[src/rtl/sem_pkg.sv]
package sem_pkg;

    localparam int SEM_COUNT = 8;
    localparam int BUS_W     = 32;
    localparam int FLAG_W    = 16;

    typedef enum logic [1:0] {
        HOLD_NONE = 2'd0,
        HOLD_PROC = 2'd1,
        HOLD_HOST = 2'd2
    } holder_e;

    typedef struct packed {
        holder_e holder;
        logic    wait_proc;
        logic    wait_host;
    } sem_state_t;

    typedef struct packed {
        logic take;
        logic drop;
    } side_op_t;

    localparam sem_state_t SEM_IDLE = '{holder: HOLD_NONE, wait_proc: 1'b0, wait_host: 1'b0};

    // Flag word: zeros when the reader holds the semaphore, ones otherwise.
    function automatic logic [FLAG_W-1:0] flag_word(input logic owned);
        return owned ? {FLAG_W{1'b0}} : {FLAG_W{1'b1}};
    endfunction

    // Next state of one semaphore from the operations of both sides.
    function automatic sem_state_t sem_step(input sem_state_t cur,
                                            input side_op_t   p,
                                            input side_op_t   h);
        sem_state_t nx;
        logic       wh;
        logic       wp;
        nx = cur;
        wh = (cur.wait_host | h.take) & ~h.drop;
        wp = (cur.wait_proc | p.take) & ~p.drop;
        unique case (cur.holder)
            HOLD_NONE: begin
                nx.wait_proc = 1'b0;
                nx.wait_host = 1'b0;
                if (p.take) begin
                    nx.holder    = HOLD_PROC;
                    nx.wait_host = h.take;
                end else if (h.take) begin
                    nx.holder = HOLD_HOST;
                end
            end
            HOLD_PROC: begin
                nx.wait_proc = 1'b0;
                if (p.drop) begin
                    nx.holder    = wh ? HOLD_HOST : HOLD_NONE;
                    nx.wait_host = 1'b0;
                end else begin
                    nx.wait_host = wh;
                end
            end
            HOLD_HOST: begin
                nx.wait_host = 1'b0;
                if (h.drop) begin
                    nx.holder    = wp ? HOLD_PROC : HOLD_NONE;
                    nx.wait_proc = 1'b0;
                end else begin
                    nx.wait_proc = wp;
                end
            end
            default: nx = SEM_IDLE;
        endcase
        return nx;
    endfunction

endpackage

[src/rtl/sem_side_decode.sv]
module sem_side_decode
    import sem_pkg::*;
#(
    parameter int NUM_SEM = SEM_COUNT,
    localparam int IDX_W  = $clog2(NUM_SEM)
) (
    input  logic             en,
    input  logic [IDX_W-1:0] idx,
    input  logic             val,
    output side_op_t         ops [NUM_SEM]
);

    for (genvar g = 0; g < NUM_SEM; g++) begin : g_op
        logic hit;
        assign hit         = en && (idx == IDX_W'(g));
        assign ops[g].take = hit && !val;
        assign ops[g].drop = hit && val;
    end

endmodule

[src/rtl/sem_cell.sv]
module sem_cell
    import sem_pkg::*;
(
    input  logic       clk,
    input  logic       rst,
    input  side_op_t   p_op,
    input  side_op_t   h_op,
    output sem_state_t st
);

    always_ff @(posedge clk) begin
        if (rst) begin
            st <= SEM_IDLE;
        end else begin
            st <= sem_step(st, p_op, h_op);
        end
    end

endmodule

[src/rtl/sem_side_read.sv]
module sem_side_read
    import sem_pkg::*;
#(
    parameter int NUM_SEM = SEM_COUNT,
    parameter int DATA_W  = BUS_W,
    localparam int IDX_W  = $clog2(NUM_SEM)
) (
    input  logic               clk,
    input  logic               rst,
    input  logic               en,
    input  logic [IDX_W-1:0]   idx,
    input  logic [NUM_SEM-1:0] owned,
    output logic [DATA_W-1:0]  rdata
);

    always_ff @(posedge clk) begin
        if (rst) begin
            rdata <= DATA_W'(flag_word(1'b0));
        end else if (en) begin
            rdata <= DATA_W'(flag_word(owned[idx]));
        end
    end

endmodule

[src/rtl/sem_bank.sv]
module sem_bank
    import sem_pkg::*;
#(
    parameter int NUM_SEM  = SEM_COUNT,
    parameter int DATA_W   = BUS_W,
    localparam int IDX_W   = $clog2(NUM_SEM),
    localparam int HADDR_W = IDX_W + 2
) (
    input  logic               clk,
    input  logic               rst,
    input  logic [HADDR_W-1:0] host_addr,
    input  logic               host_wr,
    input  logic               host_rd,
    input  logic               host_wval,
    output logic [DATA_W-1:0]  host_rdata,
    input  logic [IDX_W-1:0]   proc_addr,
    input  logic               proc_wr,
    input  logic               proc_rd,
    input  logic               proc_wval,
    output logic [DATA_W-1:0]  proc_rdata
);

    logic             host_aligned;
    logic [IDX_W-1:0] host_idx;
    side_op_t         p_ops [NUM_SEM];
    side_op_t         h_ops [NUM_SEM];
    sem_state_t       st    [NUM_SEM];

    logic [NUM_SEM-1:0] own_p_vec;
    logic [NUM_SEM-1:0] own_h_vec;
    logic [NUM_SEM-1:0] wait_p_vec;
    logic [NUM_SEM-1:0] wait_h_vec;

    assign host_aligned = (host_addr[1:0] == 2'b00);
    assign host_idx     = host_addr[HADDR_W-1:2];

    sem_side_decode #(.NUM_SEM(NUM_SEM)) u_dec_proc (
        .en  (proc_wr),
        .idx (proc_addr),
        .val (proc_wval),
        .ops (p_ops)
    );

    sem_side_decode #(.NUM_SEM(NUM_SEM)) u_dec_host (
        .en  (host_wr && host_aligned),
        .idx (host_idx),
        .val (host_wval),
        .ops (h_ops)
    );

    for (genvar g = 0; g < NUM_SEM; g++) begin : g_sem
        sem_cell u_cell (
            .clk  (clk),
            .rst  (rst),
            .p_op (p_ops[g]),
            .h_op (h_ops[g]),
            .st   (st[g])
        );
        assign own_p_vec[g]  = (st[g].holder == HOLD_PROC);
        assign own_h_vec[g]  = (st[g].holder == HOLD_HOST);
        assign wait_p_vec[g] = st[g].wait_proc;
        assign wait_h_vec[g] = st[g].wait_host;
    end

    sem_side_read #(.NUM_SEM(NUM_SEM), .DATA_W(DATA_W)) u_rd_proc (
        .clk   (clk),
        .rst   (rst),
        .en    (proc_rd),
        .idx   (proc_addr),
        .owned (own_p_vec),
        .rdata (proc_rdata)
    );

    sem_side_read #(.NUM_SEM(NUM_SEM), .DATA_W(DATA_W)) u_rd_host (
        .clk   (clk),
        .rst   (rst),
        .en    (host_rd && host_aligned),
        .idx   (host_idx),
        .owned (own_h_vec),
        .rdata (host_rdata)
    );

endmodule

[config.mk]
export PLATFORM = sky130hd
export DESIGN_NAME = sem_bank
export DESIGN_NICKNAME = d
export VERILOG_FILES = /design/src/rtl/sem_pkg.sv /design/src/rtl/sem_side_decode.sv /design/src/rtl/sem_cell.sv /design/src/rtl/sem_side_read.sv /design/src/rtl/sem_bank.sv
export SDC_FILE = /design/constraint.sdc
export NUM_CORES = 1
export LEC_CHECK = 0
export ABC_CLOCK_PERIOD_IN_PS = 5300
export BUFFER_PORTS_ARGS = -buffer_cell sky130_fd_sc_hd__buf_4
export CORE_UTILIZATION = 25
export DETAILED_ROUTE_END_ITERATION = 16
export GPL_TIMING_DRIVEN = 0
export PLACE_DENSITY = 0.51
export SKIP_LAST_GASP = 1
export SYNTH_ARGS = -nofsm -noshare
export SYNTH_HDL_FRONTEND = slang
export SYNTH_SLANG_ARGS = --single-unit
export TNS_END_PERCENT = 20
[constraint.sdc]
create_clock -name clk -period 5.3 [get_ports clk]
set_clock_uncertainty 0.15 [all_clocks]
set_input_delay 1.06 -clock clk [delete_from_list [all_inputs] [get_ports clk]]
set_output_delay 1.06 -clock clk [all_outputs]
set_load 0.02 [all_outputs]
==> results of run 1 <==
## final cells by class
type                            instances  share of cell area [%]
Clock buffer                            7                    3.92
Timing Repair Buffer                   46                    9.48
Sequential cell                        34                    18.7
Multi-Input combinational cell        263                    46.3
Buffer                                 88                    15.5
Tap cell                              140                    4.81
Clock inverter                          1                   0.137
Inverter                               11                    1.13
## registers in the layout, summed over array words and instances, names as in the netlist
register	cells
g_sem.u_cell.st	32
u_rd_host.rdata	1
u_rd_proc.rdata	1
## worst max-delay path, delay by kind of cell
kind,cells,cell delay [ns]
simple gates,1,0.72
compound gates,3,0.78
buf+inv,1,0.27
## final timing paths
check                                        endpoint  depth (start not counted)
worst min-delay path            g_sem[6].u_cell.st[1]                          2
worst max-delay path            g_sem[2].u_cell.st[3]                          5
worst min register to register  g_sem[6].u_cell.st[1]                          2
worst max register to register    u_rd_proc.rdata[14]                          5
## cells in the final DEF, fill, tap and decap left out, drive strengths merged, types with 7 or more instances in the layout
master and count:
o21ai 15, conb 32, nor2 17, a21oi 21, buf 112, inv 11, nor3b 7, clkbuf 29
dfxtp 34, nand2b 17, nand3 14, nand2 24, a31oi 7
## metrics by stage
| stage | instances | setup slack (ns) | area (µm²) |
|---|---|---|---|
| finish | 590 | 2.56 | 3640 |
| global route | 590 | 2.46 | 3640 |
| CTS | 590 | 2.60 | 3640 |
| detailed placement | 582 | 2.30 | 3490 |
| global placement | 582 | 2.32 | 3490 |
| floorplan | 396 | 2.63 | 2970 |
## power by group through the flow
| stage | combinational [W] | sequential (W) | clock, W |
|---|---|---|---|
| final | 0.000178 | 0.000269 | 0.000297 |
| after global routing | 0.000192 | 0.000270 | 0.000311 |
| after CTS | 0.000176 | 0.000269 | 0.000302 |
| after detailed placement | 0.000176 | 0.000274 | 0 |
| after global placement | 0.000175 | 0.000274 | 0 |
| after floorplan | 0.000125 | 0.000273 | 0 |
## cell families after synthesis
kind of cell,Yosys count,share of synthesized area (%)
compound gates,98,24.6
buf+inv,99,21.2
flops,34,23.8
mux,7,3.77
other cells,1,0.131
simple gates,126,26.4
## metal layers
metal / vias up / wire (µm) / global-route usage, %
met3: 12 / 683 / 2.45
met5: - / 0 / 0
met4: 0 / 112 / 2.61
met1: 1246 / 3630 / 18.5
met2: 147 / 3520 / 22.3
li1: 1412 / - / -
==> results.md, run 1 <==
* Cell taking the most area after synthesis: dfxtp_1
* Cell count after synthesis at 365
* RSZ-0062 raised after global routing: false
* Dpl hpwl at 6.00 mm
* Fin crit period at 2.74 ns
* Max FO, Critical Path at 9
* IO buf count at 46
* Reg2reg start: g_sem[4].u_cell.st[2]
* Die W at 109 µm
* Sw frac at 29.6%
* # Max-Cap Violations at 0
* Pin count of the biggest net entering global routing at 18
* Top post-synthesis cells by area: dfxtp_1 (24%), buf_4 (16%), nand2b_1 (3.7%)
* Initial DRC Count at 201
* Internal at 0.000523 W
* Max Slew Vio Count at 0
* Hold slack at 0.313 ns
* Initial antenna violation count at 0
* Area share of the largest cell type after synthesis at 23.8%
* Most instantiated cells after synthesis: buf_4 (62), dfxtp_1 (34), nand2_1 (24)
* Worst Tran Pin Value at 0.908 ns
* Total chip power at 0.000743 W
* Ant diodes at 0
* Routability cong. at 0.822
* Worst Setup End Kind: flop
* Vias in the first global route at 2376
* Area of the multi-input gates at 0.00169 mm²
* Required @ worst endpoint at 5.38 ns
* Reg power frac at 36.1%
* GRT Total Usage at 13.6%
* Final WL at 7.95 mm
* Number of synthesized flops with an enable pin at 0
* Most common cell in the netlist: buf_4
* Worst hold path type: flop to flop
* Post-Route Utilization at 33.2%
* Clock share of power at 40.0%
* Routed len/inst at 13.5 µm
* Max VDD drop at 0.000103 V
* Fin crit share at 51.8%
* Clock Tree Root: clkbuf_16
* Fin Setup TNS at 0 ns
* Skew-Pair Late Insertion Delay at 0.28 ns
* Dominant synthesized flop cell: dfxtp_1
* CP startpoint: host_wval
* Synthesized flop and latch total at 34
* Postcts setup bufs at 0
* Vias per cell at 4.77
* Rel. slew slack at 38.7%
* Register Area at 681 µm²
* Async set-reset flop share out of synthesis at 0%
* Critical Path AT at 2.82 ns
* FILL cells at 1160
* Standard-cell rows at 38
* Die area at 0.0119 mm²
* Syn_area_per_cell at 7.83 µm²
* Critical Path Start Type: primary input
* Initial Util at 26.0%
* Yosys warnings at 0
* TritonRoute pass-1 iters at 5
* Cell area after synthesis at 0.00286 mm²
* Hold-fix buffers, CTS at 0
* CTS tree: yes
* Comb pwr share at 23.9%
* Sequential-to-total area share from yosys stat at 23.8%
* Die height at 109 µm
* First-pass GRT wire length at 12.5 mm
* Power Dens Cells at 204 mW/mm²
* Total grt overflow at 0
* Core Box Area at 0.0110 mm²
* Via count at 2817
* Distinct cells, synth at 62
* Htree depth at 2
* Count of final hold-check violations at 0
* CTS Buf Count at 5
* Antenna-violating nets left at 0
* # resized after CTS at 0
* Worst Hold Launch: g_sem[6].u_cell.st[1]
* Critical path class: primary input to flop
* Max Freq at 364 MHz
* # DRC at 0
* Finish-stage setup viols at 0
* CP max stage delay at 0.72 ns
* Ordered cell list for the critical path: clkbuf_1 -> nor3b_1 -> a21oi_1 -> a2111oi_0 -> a21bo_2
* Clock slew at reported path FFs at 0.05 ns
* IO Pins at 80
* Layout Nets at 465
* R2r setup slk at 3.35 ns
* Status: complete, no violations
* Slowest library cell on the worst path: nor3b_1
* Clock Sinks at 34
* Share of cells above drive strength 1 at 29.1%
* Clock Path Buffers at 2
* Psw at 0.000220 W
* Leak at 1.41 nW
* Area growth, synth to finish at 27.5%
No activity file was read; power rests on OpenSTA's default activity.
==> run 2: changes to the inputs <==
ABC_AREA = 1   (was not set)
ABC_CLOCK_PERIOD_IN_PS = 2400   (was 5300)
PLACE_DENSITY = 0.53   (was 0.51)
clock period = 2.4 ns   (was 5.3 ns; I/O delays follow)
==> results.md, run 2 <==
* Core Box Area at 0.0108 mm²
* Die W at 107 µm
* Commonest non-fill, non-tap cells in the layout: nand2_1 (117), buf_4 (111), inv_1 (57), nor2_1 (47), nand3_1 (44)
* Share of cells above drive strength 1 at 26.3%
* R2r setup slk at 1.00 ns
* Most common cell after layout, fill and taps aside: nand2_1
* Slowest library cell on the worst path: dfxtp_1
* Most instantiated cells after synthesis: nand2_1 (117), buf_4 (64), inv_1 (57)
* Vias in the first global route at 2594
* Fin crit period at 1.91 ns
* Fin Setup TNS at 0 ns
* Fin crit share at 79.4%
* Required @ worst endpoint at 1.77 ns
* Post-Route Utilization at 32.5%
* Biggest register: g_sem.u_cell.st
* # resized after CTS at 0
* Power Dens Cells at 547 mW/mm²
* Die area at 0.0115 mm²
* Number of synthesized flops with an enable pin at 0
* Worst path bufs/invs at 2
* IO Pins at 80
* Yosys warnings at 0
* TritonRoute pass-1 iters at 4
* First-pass GRT wire length at 12.1 mm
* Critical path class: flop to output pin
* Max FO, Critical Path at 17
* Clock Tree Root: clkbuf_8
* Critical Path AT at 1.28 ns
* Via count at 2839
* Cell taking the most area after synthesis: dfxtp_1
* Postcts setup bufs at 0
* CP delay by family, top: flip-flops
* Comb pwr share at 38.9%
* Clock share of power at 27.1%
* Clock Sinks at 34
* Sw frac at 37.3%
* Routed len/inst at 10.7 µm
* Die height at 107 µm
* Htree depth at 2
* Critical Path Start Type: flop
* Clock slew at reported path FFs at 0.07 ns
* GRT Total Usage at 13.5%
* Leak at 1.81 nW
* Hold-fix buffers, CTS at 0
* Async set-reset flop share out of synthesis at 0%
* CTS tree: yes
* Rel. slew slack at 60.6%
* Initial antenna violation count at 0
* Total grt overflow at 0
* Final WL at 7.34 mm
* Dominant synthesized flop cell: dfxtp_1
* Layout Nets at 559
* Synthesized flop and latch total at 34
* Most common cell in the netlist: nand2_1
* Clock Path Buffers at 2
* # DRC at 0
* Initial DRC Count at 118
* Dpl hpwl at 5.89 mm
* Standard-cell rows at 38
* Status: complete, no violations
* Worst Setup End Kind: output pin
* Initial Util at 25.6%
* CTS Buf Count at 5
* Routability cong. at 0.891
* Max Freq at 525 MHz
* Antenna-violating nets left at 0
* Internal at 0.00121 W
* Distinct cells, synth at 25
* RSZ-0062 raised after global routing: false
* Sequential-to-total area share from yosys stat at 24.5%
* IO buf count at 47
* Skew-Pair Late Insertion Delay at 0.29 ns
* Psw at 0.000719 W
* Area share of the largest cell type after synthesis at 24.5%
* Cell area after synthesis at 0.00277 mm²
* Top post-synthesis cells by area: dfxtp_1 (25%), buf_4 (17%), nand2_1 (16%)
* Reg power frac at 33.9%
* Pin count of the biggest net entering global routing at 18
* Vias per cell at 4.15
* Max FFs per register at 32
* Max Slew Vio Count at 0
* Cell count after synthesis at 458
* Worst hold path type: primary input to flop
* Ant diodes at 0
* Cell mode on critical path: buf_4
* Syn_area_per_cell at 6.06 µm²
* Count of final hold-check violations at 0
* Biggest regs: g_sem.u_cell.st x32, u_rd_host.rdata x1, u_rd_proc.rdata x1
* # Max-Cap Violations at 0
* CP max stage delay at 0.66 ns
* Max VDD drop at 0.000230 V
* Area growth, synth to finish at 27.2%
* Worst Tran Pin Value at 0.591 ns
* Finish-stage setup viols at 0
* Ordered cell list for the critical path: buf_4 -> buf_4
run 2: changes by cell type in the layout (fill, tap and decap cells not counted), sizes merged, moves of 17 or more:
cell | before | now
nand2b | 17 | 0
clkbuf | 29 | 9
nor2 | 17 | 62
nand3 | 14 | 45
nand2 | 24 | 117
inv | 11 | 60
run 2: cell type report:
type	instances	area, µm²
clock buffers	5	68.8
inverters	60	225
fillers	1198	7310
repair buffers	47	353
well taps	140	175
clock inverters	3	40.0
flip-flops and latches	34	681
plain buffers	70	505
multi-input cells	325	1480
run 2: path summary, 6_finish.rpt:
kind                          from                     to  cells after the start
max            u_rd_proc.rdata[14]         proc_rdata[12]                      2
min reg2reg  g_sem[6].u_cell.st[1]  g_sem[6].u_cell.st[1]                      2
min                        proc_rd    u_rd_proc.rdata[14]                      3
max reg2reg  g_sem[6].u_cell.st[3]    u_rd_host.rdata[14]                      7
run 2: power groups by stage:
| stage | sequential (W) | combinational [W] | clock, W |
|---|---|---|---|
| 6_report | 0.000655 | 0.000750 | 0.000523 |
| 4_1_cts | 0.000654 | 0.000749 | 0.000548 |
| 3_3_place_gp | 0.000666 | 0.000740 | 0 |
| 3_5_place_dp | 0.000668 | 0.000745 | 0 |
| 5_1_grt | 0.000662 | 0.000850 | 0.000573 |
| 2_1_floorplan | 0.000662 | 0.000563 | 0 |
run 2: per-stage QoR:
| stage | cells | total power, W | hold WS [ns] | instance area [µm²] | worst slack (ns) |
|---|---|---|---|---|---|
| after global routing | 684 | 0.00208 | 0.294 | 3530 | 0.378 |
| final | 684 | 0.00193 | 0.281 | 3530 | 0.494 |
| after floorplan | 489 | 0.00122 | 0.340 | 2890 | 0.822 |
| after CTS | 684 | 0.00195 | 0.278 | 3530 | 0.453 |
| after detailed placement | 676 | 0.00141 | 0.379 | 3420 | 0.369 |
| after global placement | 676 | 0.00141 | 0.376 | 3420 | 0.406 |
run 2: cells by family (layout without fill, tap and decap cells):
| kind of cell | after synthesis | count (layout) | share of synthesized area (%) |
|---|---|---|---|
| AOI/OAI and AO/OA | 49 | 49 | 10.5 |
| DFF | 34 | 34 | 24.5 |
| buffers and inverters | 130 | 185 | 26.3 |
| other | 1 | 32 | 0.135 |
| and+or+nand+nor | 244 | 244 | 38.5 |
run 2: worst min-delay path: stages:
cell and delay [ns]:
buf_4 0.08, o211ai_1 0.08, nand2_1 0.05
run 2: per-layer routing:
metal	wire (µm)	global-route usage (%)
met5	0	0
met4	158	6.56
met3	462	2.06
met2	3550	23.7
met1	3160	16.0
==> run 3: changes to the inputs <==
ABC_CLOCK_PERIOD_IN_PS = 2000   (was 2400)
PLACE_DENSITY = 0.51   (was 0.53)
clock period = 2 ns   (was 2.4 ns; I/O delays follow)
==> results.md, run 3 (synthesis gave the netlist of run 2 again) <==
* First-pass GRT wire length at 12.0 mm
* PnR worst setup slack at 0.192 ns
* Crit path depth at 2
* Finish-stage setup viols at 0
* Routed len/inst at 11.0 µm
* # Max-Cap Violations at 0
* CP delay by family, top: flip-flops
* Cell mode on critical path: buf_4
* Area growth, synth to finish at 26.0%
* Worst Hold Launch: proc_rd
* Leak at 1.79 nW
* # resized after CTS at 0
* Clock Path Buffers at 2
* IO buf count at 47
* Via count at 2871
* Register Area at 681 µm²
* RSZ-0062 raised after global routing: false
* Clock Tree Root: clkbuf_8
* Critical path endpoint: host_rdata[4]
* Reg power frac at 36.1%
* Clock Sinks at 34
* Initial Util at 25.6%
* Total chip power at 0.00217 W
* Final WL at 7.49 mm
* Reg-to-reg endpoint: g_sem[2].u_cell.st[2]
* Ant diodes at 0
* Die area at 0.0115 mm²
* Skew-Pair Late Insertion Delay at 0.29 ns
* Max FFs per register at 32
* Postcts setup bufs at 0
* Core Box Area at 0.0108 mm²
* Max Slew Vio Count at 0
* Power Dens Cells at 622 mW/mm²
* Worst Setup End Kind: output pin
* Fin Setup TNS at 0 ns
* Sw frac at 39.0%
* Status: complete, no violations
* Hold slack at 0.205 ns
* Slowest library cell on the worst path: dfxtp_1
* Setup slack at placement at 0.00611 ns
* CTS tree: yes
* Comb pwr share at 41.4%
* R2R depth at 6
* Fin crit period at 1.81 ns
* Commonest non-fill, non-tap cells in the layout: nand2_1 (117), buf_4 (111), inv_1 (57), nor2_1 (47), nand3_1 (44)
* Total grt overflow at 0
* Worst hold path type: primary input to flop
* Initial DRC Count at 194
* Max FO, Critical Path at 17
* Pin count of the biggest net entering global routing at 18
* Critical path class: flop to output pin
* Vias per cell at 4.20
* Hold-fix buffers, CTS at 0
* Worst Tran Pin Value at 0.643 ns
* # DRC at 0
* Htree depth at 2
* Clock share of power at 22.5%
* Standard-cell rows at 38
* Dpl hpwl at 5.98 mm
* Most common cell after layout, fill and taps aside: nand2_1
* Layout Nets at 559
* Critical Path Start Type: flop
* Antenna-violating nets left at 0
* Die height at 107 µm
* CTS Buf Count at 5
* Clock slew at reported path FFs at 0.07 ns
* Ordered cell list for the critical path: buf_4 -> buf_4
* R2r setup slk at 0.57 ns
* Psw at 0.000848 W
* Max VDD drop at 0.000262 V
* Required @ worst endpoint at 1.45 ns
* Rel. slew slack at 57.2%
* Critical Path AT at 1.26 ns
* Count of final hold-check violations at 0
* TritonRoute pass-1 iters at 4
* Vias in the first global route at 2570
* Reg2reg start: g_sem[2].u_cell.st[3]
* FILL cells at 1242
* Internal at 0.00132 W
* GRT Total Usage at 13.4%
* Worst path bufs/invs at 2
* Fin crit share at 90.4%
* Die W at 107 µm
* CP max stage delay at 0.64 ns
* Area of the multi-input gates at 0.00148 mm²
* Share of cells above drive strength 1 at 25.8%
* Biggest regs: g_sem.u_cell.st x32, u_rd_host.rdata x1, u_rd_proc.rdata x1
* Biggest register: g_sem.u_cell.st
* Routability cong. at 0.852
* IO Pins at 80
* Max Freq at 553 MHz
* CP startpoint: u_rd_host.rdata[14]
* Initial antenna violation count at 0
-- run 3: changes by cell type in the layout (fill, tap and decap cells not counted), sizes merged --
cell    delta
clkbuf     +2
bufinv     -1
clkinv     -2
-- run 3: cell type report --
cell class | count | area share [%]
plain buffers | 70 | 14.5
clock buffers | 7 | 2.18
inverters | 60 | 6.44
multi-input cells | 325 | 42.3
flip-flops and latches | 34 | 19.5
well taps | 140 | 5.01
repair buffers | 47 | 10.1
-- run 3: stage by stage --
stage | instances | cell area, µm² | utilization (%)
final | 683 | 3490 | 32.2
after global routing | 683 | 3490 | 32.2
after CTS | 683 | 3490 | 32.2
after detailed placement | 676 | 3420 | 31.5
after global placement | 676 | 3420 | 31.5
after floorplan | 489 | 2890 | -
-- run 3: routing by layer --
layer | GRT usage [%] | vias to the layer above | wire [µm]
met5 | 0 | - | 0
met1 | 15.8 | 1253 | 3310
met2 | 24.1 | 89 | 3610
met4 | 4.99 | 0 | 94
met3 | 2.30 | 6 | 479
li1 | - | 1523 | -
-- run 3: how the worst min path moves through the flow --
stage                                  endpoint  slack, ns  depth (start not counted)
after floorplan           g_sem[7].u_cell.st[1]       0.34                          2
after global placement    g_sem[6].u_cell.st[1]       0.37                          2
after detailed placement  g_sem[7].u_cell.st[1]       0.38                          2
final                       u_rd_proc.rdata[14]       0.20                          3
after global routing        u_rd_proc.rdata[14]       0.23                          3
after CTS                   u_rd_proc.rdata[14]       0.20                          3
-- run 3: worst reg2reg max path, cell delays in order, from the launching register on --
cell	delay [ns]
dfxtp_1	0.33
inv_1	0.05
or2_2	0.30
a21oi_1	0.25
nor2_2	0.08
nand3_1	0.07
a21oi_1	0.07
-- run 3: power groups by stage --
stage               clock network (W)  logic, W  registers [W]
CTS                          0.000512  0.000899       0.000786
finish                       0.000489  0.000900       0.000784
floorplan                           0  0.000676       0.000794
detailed placement                  0  0.000896       0.000801
global placement                    0  0.000890       0.000799
global route                 0.000539   0.00101       0.000796
